## config.mk

```make
export PLATFORM = sky130hd
export DESIGN_NAME = vec_prio_core
export DESIGN_NICKNAME = d
export VERILOG_FILES = /design/src/rtl/vpc_pkg.sv /design/src/rtl/vpc_top_bit.sv /design/src/rtl/vpc_vec_bank.sv /design/src/rtl/vpc_ctrl.sv /design/src/rtl/vec_prio_core.sv
export SDC_FILE = /design/constraint.sdc
export NUM_CORES = 2
export LEC_CHECK = 0
export BUFFER_PORTS_ARGS = -buffer_cell sky130_fd_sc_hd__buf_2
export CORE_MARGIN = 2
export CORE_UTILIZATION = 40
export CTS_BUF_LIST = sky130_fd_sc_hd__clkbuf_8
export CTS_CLUSTER_SIZE = 8
export DETAILED_ROUTE_END_ITERATION = 7
export PLACE_DENSITY = 0.56
export SYNTH_ARGS = -nofsm -noshare
export SYNTH_HDL_FRONTEND = slang
export SYNTH_SLANG_ARGS = --single-unit
```

## constraint.sdc

```tcl
create_clock -name clk -period 7.9 [get_ports clk]
set_input_delay 1.185 -clock clk [delete_from_list [all_inputs] [get_ports clk]]
set_output_delay 1.185 -clock clk [all_outputs]
set_load 0.1 [all_outputs]
```

## src/rtl/vpc_pkg.sv

```systemverilog
package vpc_pkg;

    localparam int VEC_W     = 8;
    localparam int NUM_VEC   = 1 << VEC_W;
    localparam int DATA_W    = 32;
    localparam int NUM_WORDS = NUM_VEC / DATA_W;
    localparam int WSEL_W    = $clog2(NUM_WORDS);
    localparam int CLS_W     = 4;
    localparam int IX_W      = 8;
    localparam int SVR_W     = VEC_W + 1;
    localparam int ERR_W     = 8;
    localparam int ERR_BIT   = 7;

    localparam logic [IX_W-1:0] IX_TPR = 8'h08;
    localparam logic [IX_W-1:0] IX_PPR = 8'h0A;
    localparam logic [IX_W-1:0] IX_EOI = 8'h0B;
    localparam logic [IX_W-1:0] IX_SVR = 8'h0F;
    localparam logic [IX_W-1:0] IX_ISR = 8'h10;
    localparam logic [IX_W-1:0] IX_TMR = 8'h18;
    localparam logic [IX_W-1:0] IX_IRR = 8'h20;
    localparam logic [IX_W-1:0] IX_ERR = 8'h28;

    localparam logic [SVR_W-1:0] SVR_RST = 9'h0FF;

    typedef enum logic [1:0] {
        ST_IDLE,
        ST_ACK_RESP,
        ST_RD_RESP
    } ctl_state_e;

    typedef enum logic [2:0] {
        RS_NONE, RS_TPR, RS_PPR, RS_SVR, RS_ISR, RS_TMR, RS_IRR, RS_ERR
    } rd_sel_e;

    typedef enum logic [2:0] {
        WS_BAD, WS_TPR, WS_EOI, WS_SVR, WS_IGN
    } wr_sel_e;

    function automatic logic in_bank(input logic [IX_W-1:0] ix,
                                     input logic [IX_W-1:0] base);
        return ix[IX_W-1:WSEL_W] == base[IX_W-1:WSEL_W];
    endfunction

    function automatic rd_sel_e rd_decode(input logic [IX_W-1:0] ix);
        rd_sel_e s;
        s = RS_NONE;
        if (ix == IX_TPR)              s = RS_TPR;
        else if (ix == IX_PPR)         s = RS_PPR;
        else if (ix == IX_SVR)         s = RS_SVR;
        else if (ix == IX_ERR)         s = RS_ERR;
        else if (in_bank(ix, IX_ISR))  s = RS_ISR;
        else if (in_bank(ix, IX_TMR))  s = RS_TMR;
        else if (in_bank(ix, IX_IRR))  s = RS_IRR;
        return s;
    endfunction

    function automatic wr_sel_e wr_decode(input logic [IX_W-1:0] ix);
        wr_sel_e s;
        s = WS_BAD;
        if (ix == IX_TPR)       s = WS_TPR;
        else if (ix == IX_EOI)  s = WS_EOI;
        else if (ix == IX_SVR)  s = WS_SVR;
        else if (ix == IX_PPR || ix == IX_ERR || in_bank(ix, IX_ISR) ||
                 in_bank(ix, IX_TMR) || in_bank(ix, IX_IRR))
            s = WS_IGN;
        return s;
    endfunction

endpackage

```

## src/rtl/vpc_top_bit.sv

```systemverilog
module vpc_top_bit #(
    parameter int WORDS = 8,
    parameter int WBITS = 32,
    localparam int WSEL_W = $clog2(WORDS),
    localparam int BSEL_W = $clog2(WBITS),
    localparam int IDX_W  = WSEL_W + BSEL_W
) (
    input  logic [WORDS*WBITS-1:0] vec,
    output logic [IDX_W-1:0]       idx,
    output logic                   found
);

    logic [WORDS-1:0]  word_nz;
    logic [WSEL_W-1:0] wsel;
    logic [BSEL_W-1:0] bsel;
    logic [WBITS-1:0]  word_sel;

    // first level: one OR-reduce per word
    for (genvar g = 0; g < WORDS; g++) begin : g_word
        assign word_nz[g] = |vec[g*WBITS +: WBITS];
    end

    // highest non-empty word
    always_comb begin
        wsel = '0;
        for (int w = 0; w < WORDS; w++) begin
            if (word_nz[w]) wsel = WSEL_W'(w);
        end
    end

    assign word_sel = vec[int'(wsel)*WBITS +: WBITS];

    // second level: highest bit inside the selected word
    always_comb begin
        bsel = '0;
        for (int b = 0; b < WBITS; b++) begin
            if (word_sel[b]) bsel = BSEL_W'(b);
        end
    end

    assign idx   = {wsel, bsel};
    assign found = |word_nz;

endmodule

```

## src/rtl/vpc_vec_bank.sv

```systemverilog
module vpc_vec_bank #(
    parameter int VEC_W = 8,
    localparam int NUM_VEC = 1 << VEC_W
) (
    input  logic               clk,
    input  logic               rst_n,
    input  logic               set_en,
    input  logic [VEC_W-1:0]   set_idx,
    input  logic               set_level,
    input  logic               move_en,
    input  logic [VEC_W-1:0]   move_idx,
    input  logic               retire_en,
    input  logic [VEC_W-1:0]   retire_idx,
    output logic [NUM_VEC-1:0] irr_q,
    output logic [NUM_VEC-1:0] isr_q,
    output logic [NUM_VEC-1:0] tmr_q
);

    logic [NUM_VEC-1:0] irr_d, isr_d, tmr_d;

    // order: acknowledge move, then retire, then new request (request wins)
    always_comb begin
        irr_d = irr_q;
        isr_d = isr_q;
        tmr_d = tmr_q;
        if (move_en) begin
            irr_d[move_idx] = 1'b0;
            isr_d[move_idx] = 1'b1;
        end
        if (retire_en) begin
            isr_d[retire_idx] = 1'b0;
        end
        if (set_en) begin
            irr_d[set_idx] = 1'b1;
            tmr_d[set_idx] = set_level;
        end
    end

    always_ff @(posedge clk) begin
        if (!rst_n) begin
            irr_q <= '0;
            isr_q <= '0;
            tmr_q <= '0;
        end else begin
            irr_q <= irr_d;
            isr_q <= isr_d;
            tmr_q <= tmr_d;
        end
    end

endmodule

```

## src/rtl/vpc_ctrl.sv

```systemverilog
module vpc_ctrl
    import vpc_pkg::*;
#(
    parameter int VEC_W     = vpc_pkg::VEC_W,
    parameter int DATA_W    = vpc_pkg::DATA_W,
    parameter int CLS_W     = vpc_pkg::CLS_W,
    localparam int NUM_VEC  = 1 << VEC_W,
    localparam int WORDS    = NUM_VEC / DATA_W,
    localparam int WS_W     = $clog2(WORDS),
    localparam int SV_W     = VEC_W + 1
) (
    input  logic               clk,
    input  logic               rst_n,
    input  logic               ack_req,
    input  logic               reg_wr,
    input  logic               reg_rd,
    input  logic [IX_W-1:0]    reg_idx,
    input  logic [DATA_W-1:0]  reg_wdata,
    input  logic [VEC_W-1:0]   irr_top,
    input  logic               irr_found,
    input  logic [VEC_W-1:0]   isr_top,
    input  logic               isr_found,
    input  logic [NUM_VEC-1:0] irr_vec,
    input  logic [NUM_VEC-1:0] isr_vec,
    input  logic [NUM_VEC-1:0] tmr_vec,
    output logic               move_en,
    output logic [VEC_W-1:0]   move_idx,
    output logic               retire_en,
    output logic [VEC_W-1:0]   retire_idx,
    output logic               ack_valid,
    output logic [VEC_W-1:0]   ack_vector,
    output logic               reg_rvalid,
    output logic [DATA_W-1:0]  reg_rdata,
    output logic               cpu_irq,
    output logic [VEC_W-1:0]   tpr_o,
    output logic [VEC_W-1:0]   ppr_o,
    output logic [SV_W-1:0]    svr_o,
    output logic [ERR_W-1:0]   err_o
);

    ctl_state_e state_q, state_d;

    logic [VEC_W-1:0]  tpr_q;
    logic [SV_W-1:0]   svr_q;
    logic [ERR_W-1:0]  err_q;
    logic [VEC_W-1:0]  ack_vec_q;
    logic [DATA_W-1:0] rdata_q;

    logic              cmd_ack, cmd_wr, cmd_rd;
    logic              grant;
    logic [CLS_W-1:0]  isr_cls;
    logic [VEC_W-1:0]  ppr;
    rd_sel_e           rsel;
    wr_sel_e           wsel;
    logic [WS_W-1:0]   word_ix;
    logic [DATA_W-1:0] rd_mux;
    logic              unused_wdata;

    assign unused_wdata = ^reg_wdata[DATA_W-1:SV_W];

    // command arbitration: acknowledge, then write, then read
    assign cmd_ack = (state_q == ST_IDLE) && ack_req;
    assign cmd_wr  = (state_q == ST_IDLE) && !ack_req && reg_wr;
    assign cmd_rd  = (state_q == ST_IDLE) && !ack_req && !reg_wr && reg_rd;

    assign rsel    = rd_decode(reg_idx);
    assign wsel    = wr_decode(reg_idx);
    assign word_ix = reg_idx[WS_W-1:0];

    // processor priority
    assign isr_cls = isr_found ? isr_top[VEC_W-1 -: CLS_W] : '0;
    assign ppr     = (tpr_q[VEC_W-1 -: CLS_W] >= isr_cls) ? tpr_q
                                                          : {isr_cls, {(VEC_W-CLS_W){1'b0}}};

    assign cpu_irq = svr_q[VEC_W] && irr_found &&
                     ((ppr == '0) || (irr_top[VEC_W-1 -: CLS_W] > ppr[VEC_W-1 -: CLS_W]));

    assign grant = svr_q[VEC_W] && irr_found && !((tpr_q != '0) && (irr_top <= tpr_q));

    assign move_en    = cmd_ack && grant;
    assign move_idx   = irr_top;
    assign retire_en  = cmd_wr && (wsel == WS_EOI) && isr_found;
    assign retire_idx = isr_top;

    always_comb begin
        case (rsel)
            RS_TPR:  rd_mux = DATA_W'(tpr_q);
            RS_PPR:  rd_mux = DATA_W'(ppr);
            RS_SVR:  rd_mux = DATA_W'(svr_q);
            RS_ERR:  rd_mux = DATA_W'(err_q);
            RS_ISR:  rd_mux = isr_vec[int'(word_ix)*DATA_W +: DATA_W];
            RS_TMR:  rd_mux = tmr_vec[int'(word_ix)*DATA_W +: DATA_W];
            RS_IRR:  rd_mux = irr_vec[int'(word_ix)*DATA_W +: DATA_W];
            default: rd_mux = '0;
        endcase
    end

    // next state
    always_comb begin
        state_d = state_q;
        unique case (state_q)
            ST_IDLE: begin
                if (cmd_ack)     state_d = ST_ACK_RESP;
                else if (cmd_rd) state_d = ST_RD_RESP;
            end
            ST_ACK_RESP: state_d = ST_IDLE;
            ST_RD_RESP:  state_d = ST_IDLE;
            default:     state_d = ST_IDLE;
        endcase
    end

    // state register
    always_ff @(posedge clk) begin
        if (!rst_n) state_q <= ST_IDLE;
        else        state_q <= state_d;
    end

    // register file and response holding registers
    always_ff @(posedge clk) begin
        if (!rst_n) begin
            tpr_q     <= '0;
            svr_q     <= SVR_RST;
            err_q     <= '0;
            ack_vec_q <= '0;
            rdata_q   <= '0;
        end else begin
            if (cmd_ack) begin
                ack_vec_q <= grant ? irr_top : svr_q[VEC_W-1:0];
            end
            if (cmd_wr) begin
                case (wsel)
                    WS_TPR:  tpr_q <= reg_wdata[VEC_W-1:0];
                    WS_SVR:  svr_q <= reg_wdata[SV_W-1:0];
                    WS_BAD:  err_q[ERR_BIT] <= 1'b1;
                    default: ;
                endcase
            end
            if (cmd_rd) begin
                rdata_q <= rd_mux;
                if (rsel == RS_NONE) err_q[ERR_BIT] <= 1'b1;
            end
        end
    end

    // outputs
    always_comb begin
        ack_valid  = (state_q == ST_ACK_RESP);
        reg_rvalid = (state_q == ST_RD_RESP);
        ack_vector = ack_vec_q;
        reg_rdata  = rdata_q;
    end

    assign tpr_o = tpr_q;
    assign ppr_o = ppr;
    assign svr_o = svr_q;
    assign err_o = err_q;

endmodule

```

## src/rtl/vec_prio_core.sv

```systemverilog
module vec_prio_core
    import vpc_pkg::*;
#(
    parameter int VEC_W    = vpc_pkg::VEC_W,
    parameter int DATA_W   = vpc_pkg::DATA_W,
    localparam int NUM_VEC = 1 << VEC_W,
    localparam int WORDS   = NUM_VEC / DATA_W
) (
    input  logic              clk,
    input  logic              rst_n,
    input  logic              req_valid,
    input  logic [VEC_W-1:0]  req_vector,
    input  logic              req_level,
    input  logic              ack_req,
    output logic              ack_valid,
    output logic [VEC_W-1:0]  ack_vector,
    input  logic              reg_wr,
    input  logic              reg_rd,
    input  logic [IX_W-1:0]   reg_idx,
    input  logic [DATA_W-1:0] reg_wdata,
    output logic              reg_rvalid,
    output logic [DATA_W-1:0] reg_rdata,
    output logic              cpu_irq
);

    logic [NUM_VEC-1:0] irr_w, isr_w, tmr_w;
    logic [VEC_W-1:0]   irr_top, isr_top;
    logic               irr_found, isr_found;
    logic               move_en, retire_en;
    logic [VEC_W-1:0]   move_idx, retire_idx;
    logic [VEC_W-1:0]   tpr_w, ppr_w;
    logic [VEC_W:0]     svr_w;
    logic [ERR_W-1:0]   err_w;

    vpc_vec_bank #(.VEC_W(VEC_W)) u_bank (
        .clk        (clk),
        .rst_n      (rst_n),
        .set_en     (req_valid),
        .set_idx    (req_vector),
        .set_level  (req_level),
        .move_en    (move_en),
        .move_idx   (move_idx),
        .retire_en  (retire_en),
        .retire_idx (retire_idx),
        .irr_q      (irr_w),
        .isr_q      (isr_w),
        .tmr_q      (tmr_w)
    );

    vpc_top_bit #(.WORDS(WORDS), .WBITS(DATA_W)) u_irr_top (
        .vec   (irr_w),
        .idx   (irr_top),
        .found (irr_found)
    );

    vpc_top_bit #(.WORDS(WORDS), .WBITS(DATA_W)) u_isr_top (
        .vec   (isr_w),
        .idx   (isr_top),
        .found (isr_found)
    );

    vpc_ctrl #(.VEC_W(VEC_W), .DATA_W(DATA_W)) u_ctrl (
        .clk        (clk),
        .rst_n      (rst_n),
        .ack_req    (ack_req),
        .reg_wr     (reg_wr),
        .reg_rd     (reg_rd),
        .reg_idx    (reg_idx),
        .reg_wdata  (reg_wdata),
        .irr_top    (irr_top),
        .irr_found  (irr_found),
        .isr_top    (isr_top),
        .isr_found  (isr_found),
        .irr_vec    (irr_w),
        .isr_vec    (isr_w),
        .tmr_vec    (tmr_w),
        .move_en    (move_en),
        .move_idx   (move_idx),
        .retire_en  (retire_en),
        .retire_idx (retire_idx),
        .ack_valid  (ack_valid),
        .ack_vector (ack_vector),
        .reg_rvalid (reg_rvalid),
        .reg_rdata  (reg_rdata),
        .cpu_irq    (cpu_irq),
        .tpr_o      (tpr_w),
        .ppr_o      (ppr_w),
        .svr_o      (svr_w),
        .err_o      (err_w)
    );

endmodule

```

==> reports/metrics.yaml <==
pwr:
  powerDensity_nw_per_um2: 210
  p_leak_nw: 19.3
  ir_worst_vdd_uv: 190
yosys:
  synth-seq-cells: 828
  yosysMostFrequentCell: "dfxtp_1"
  ys_top_cells_by_count: "828 x dfxtp_1, 754 x nand2_1, 578 x a21oi_1, 428 x clkbuf_1, 344 x nor2_1"
  synth-xor-area-share: 0
  syn_nets: 5686
  synth.mux.area_fraction: 0.0471
  synth_ff_type: "dfxtp_1"
  synthSimpleGateAreaFrac: 0.192
  synth_edf_count: 0
  synthArstFlopShare: 0
  synthAdderAreaFrac: 0.00445
  syn_area_um2: 44900
  postSynthCellCount: 5615
  synth_top_family_by_area: "compound AO/OA/AOI/OAI gates"
  syn_avg_cell_area_um2: 8.00
  synth_top_area_cell: "dfxtp_1"
  synth-compound-area-share: 0.330
  synth_cell_type_count: 114
  yosysWarnings: 0
  synth.yosys.seq_area_share: 0.369
  synth.top_cell.area_share: 0.369
  synth_area_leaders: "dfxtp_1 37%, a21oi_1 6.4%, nand2_1 6.3%, clkbuf_1 3.6%, nand3_1 3.2%"
cells_and_area:
  fillCellCount: 11268
  syn_to_final_growth_pct: 19.5
  layout-drive-gt1-share: 0.210
  fin_cells: 7492
  nets: 5958
  final_cell_area_um2: 53700
global_route:
  grt_util_met2: 0.657
  grt_start_max_net_pins: 194
  grt_use_met1: 0.580
  grt_pass1_wl_um: 383000
  grt_overflow: 0
  antenna_found_initial: 19
  busiest_layer: "met2"
  grt.total_usage: 0.465
  met3_usage: 0.130
  grt_pass1_vias: 48016
detailed_routing:
  dr.pass1.iters: 6
  ant_nets: 0
  via_count: 53069
  routed_wl_um: 279000
  drt_iter0_markers: 9110
  drc: 0
  vias_per_cell: 7.08
  wl_per_cell_um: 37.3
timing:
  setup_tns_ns: 0
  fin_crit_ns: 7.77
  hold_violations: 0
  slew_violations: 0
  slew_headroom: 0.0662
  worst_slew_pin_slew_ns: 1.40
  period_share: 0.984
  finClkSkew_ns: 0.0676
  fmax_mhz: 129
  setup_viol: 0
clocking:
  path_clk_slew_ns: 0.06
  clkLatencyLatePin_ns: 0.91
  clk_path_buf_depth: 3
  cts_tree: "yes"
  cts_root_buf: "clkbuf_8"
  cts-buffers-inserted: 152
  htreeDepth: 4
  clock_sinks: 828
  hold_buffers: 0
min_path:
  min_path_type: "flop to flop"
setup_path:
  worst_path_largest_cell_delay_ns: 0.60
  worst-path-max-fanout: 9
  worstSetupPathType: "flop to output pin"
  worst_ep_arrival_time_ns: 6.59
  required_ns: 6.71
  cp_slowest_cell: "or4_4"
  end_kind: "output pin"
  critPathLaunchType: "flop"
placement:
  numPlacedInstances: 7187
  portBuffers: 74
  hpwl_um: 199000
  dpl_cell_area_um2: 49800
  place.gp.congestion: 1.09
die:
  die_h_um: 339
  num_io_pins: 98
  initial_core_util: 0.404
  core-area_um2: 111000
  die_x_um: 339
  die-area_um2: 115000
  rows: 122
run:
  drv_cap: 0
outcome:
  status: "finished clean"
[logic make-up (layout without fill, tap and decap cells)]
| group | Yosys count | after routing |
|---|---|---|
| compound gates | 2142 | 2143 |
| fa+ha+maj | 16 | 16 |
| buf+inv | 638 | 1020 |
| flops | 828 | 828 |
| mux | 132 | 132 |
| other cells | 0 | 6 |
| simple gates | 1859 | 1859 |
[routing by layer]
layer  vias to the layer above  wire length [µm]
li1                      21988                 -
met1                     25691            102000
met2                      4274            113000
met3                      1102             35000
met4                        14             30000
met5                         -                94
[registers in the layout (all words and copies together), names as in the netlist]
register and flops:
u_ctrl.reg_rdata 32, u_ctrl.ack_vector 8, u_bank.irr_q 256, u_bank.isr_q 256, u_ctrl.tpr_o 8, u_ctrl.err_o 1, u_ctrl.state_q 2, u_ctrl.svr_o 9
u_bank.tmr_q 256
[path summary, 6_finish.rpt]
path	slack (ns)	cells after the start	startpoint	endpoint
worst max register to register	0.22	31	u_bank.irr_q[70]	u_bank.isr_q[167]
worst max-delay path	0.13	29	u_bank.isr_q[215]	cpu_irq
worst min-delay path	0.45	2	u_ctrl.ack_vector[2]	u_ctrl.ack_vector[2]
worst min register to register	0.45	2	u_ctrl.ack_vector[2]	u_ctrl.ack_vector[2]
[timing repair]
item	4_1_cts	5_1_grt
hold endpoints to repair	0	0
gates cloned	3	1
endpoints found under the setup margin	1	1
buffers inserted	15	15
resized for setup	72	69
pin swaps	24	40
[worst max-delay path: cells and delay by family, from the launching register on]
family | cells | cell delay (ns)
buffers and inverters | 5 | 0.75
flip-flops | 1 | 0.45
AND/OR/NAND/NOR | 11 | 2.02
AO/OA/AOI/OAI | 11 | 2.00
adder cells (fa/ha/maj) | 2 | 0.46
[where the power goes]
| group | total [W] | switching (W) | internal (W) |
|---|---|---|---|
| Sequential | 0.00420 | 0.0000101 | 0.00419 |
| Combinational | 0.00292 | 0.00233 | 0.000590 |
| Clock | 0.00414 | 0.00204 | 0.00211 |
| Total | 0.0113 | 0.00438 | 0.00688 |
[per-stage QoR]
step           setup slack, ns  power [W]  hold slack, ns   util
2_1_floorplan            0.430    0.00572           0.436      -
3_3_place_gp             0.358    0.00701           0.441  0.448
3_5_place_dp             0.311    0.00701           0.446  0.448
4_1_cts                0.00780     0.0111           0.454  0.479
5_1_grt                -0.0694     0.0114           0.467  0.483
6_report                 0.130     0.0113           0.455  0.483
[final cells by class]
class	instances	area, µm²	area share
multi-input cells	4150	26500	0.493
well taps	1488	1860	0.0347
inverters	71	284	0.00529
repair buffers	684	5520	0.103
clock buffers	179	2460	0.0459
flip-flops and latches	828	16600	0.309
diodes	6	15.0	0.000280
clock inverters	86	484	0.00901
[cell usage in the layout, fill, tap and decap left out, types with 15 or more instances in the layout]
master | netlist | final
clkbuf_8 | 0 | 180
o21ai_0 | 232 | 226
mux2i_1 | 55 | 54
nor2b_1 | 19 | 19
nand2_1 | 754 | 749
a221oi_1 | 94 | 94
nand4_1 | 31 | 31
a21o_1 | 19 | 19
buf_4 | 7 | 562
dfxtp_1 | 828 | 820
and2_1 | 17 | 17
o211a_1 | 78 | 78
nor4_2 | 2 | 27
buf_2 | 76 | 69
a21oi_1 | 578 | 568
o22ai_1 | 89 | 88
a32oi_1 | 17 | 16
o31ai_1 | 105 | 105
nand3_1 | 285 | 282
o211ai_1 | 71 | 71
o221a_2 | 76 | 76
buf_12 | 0 | 33
ha_1 | 16 | 15
a22oi_1 | 189 | 187
o311ai_0 | 46 | 46
inv_1 | 67 | 124
nor4_1 | 140 | 110
nand2b_1 | 28 | 26
o21bai_1 | 42 | 42
nor3_1 | 112 | 105
a211oi_1 | 180 | 175
a31oi_1 | 126 | 126
nor2_1 | 344 | 323
mux4_2 | 62 | 62
nor3_2 | 21 | 25
and3_1 | 29 | 26
Note: power is estimated with default switching activity, not from simulation.
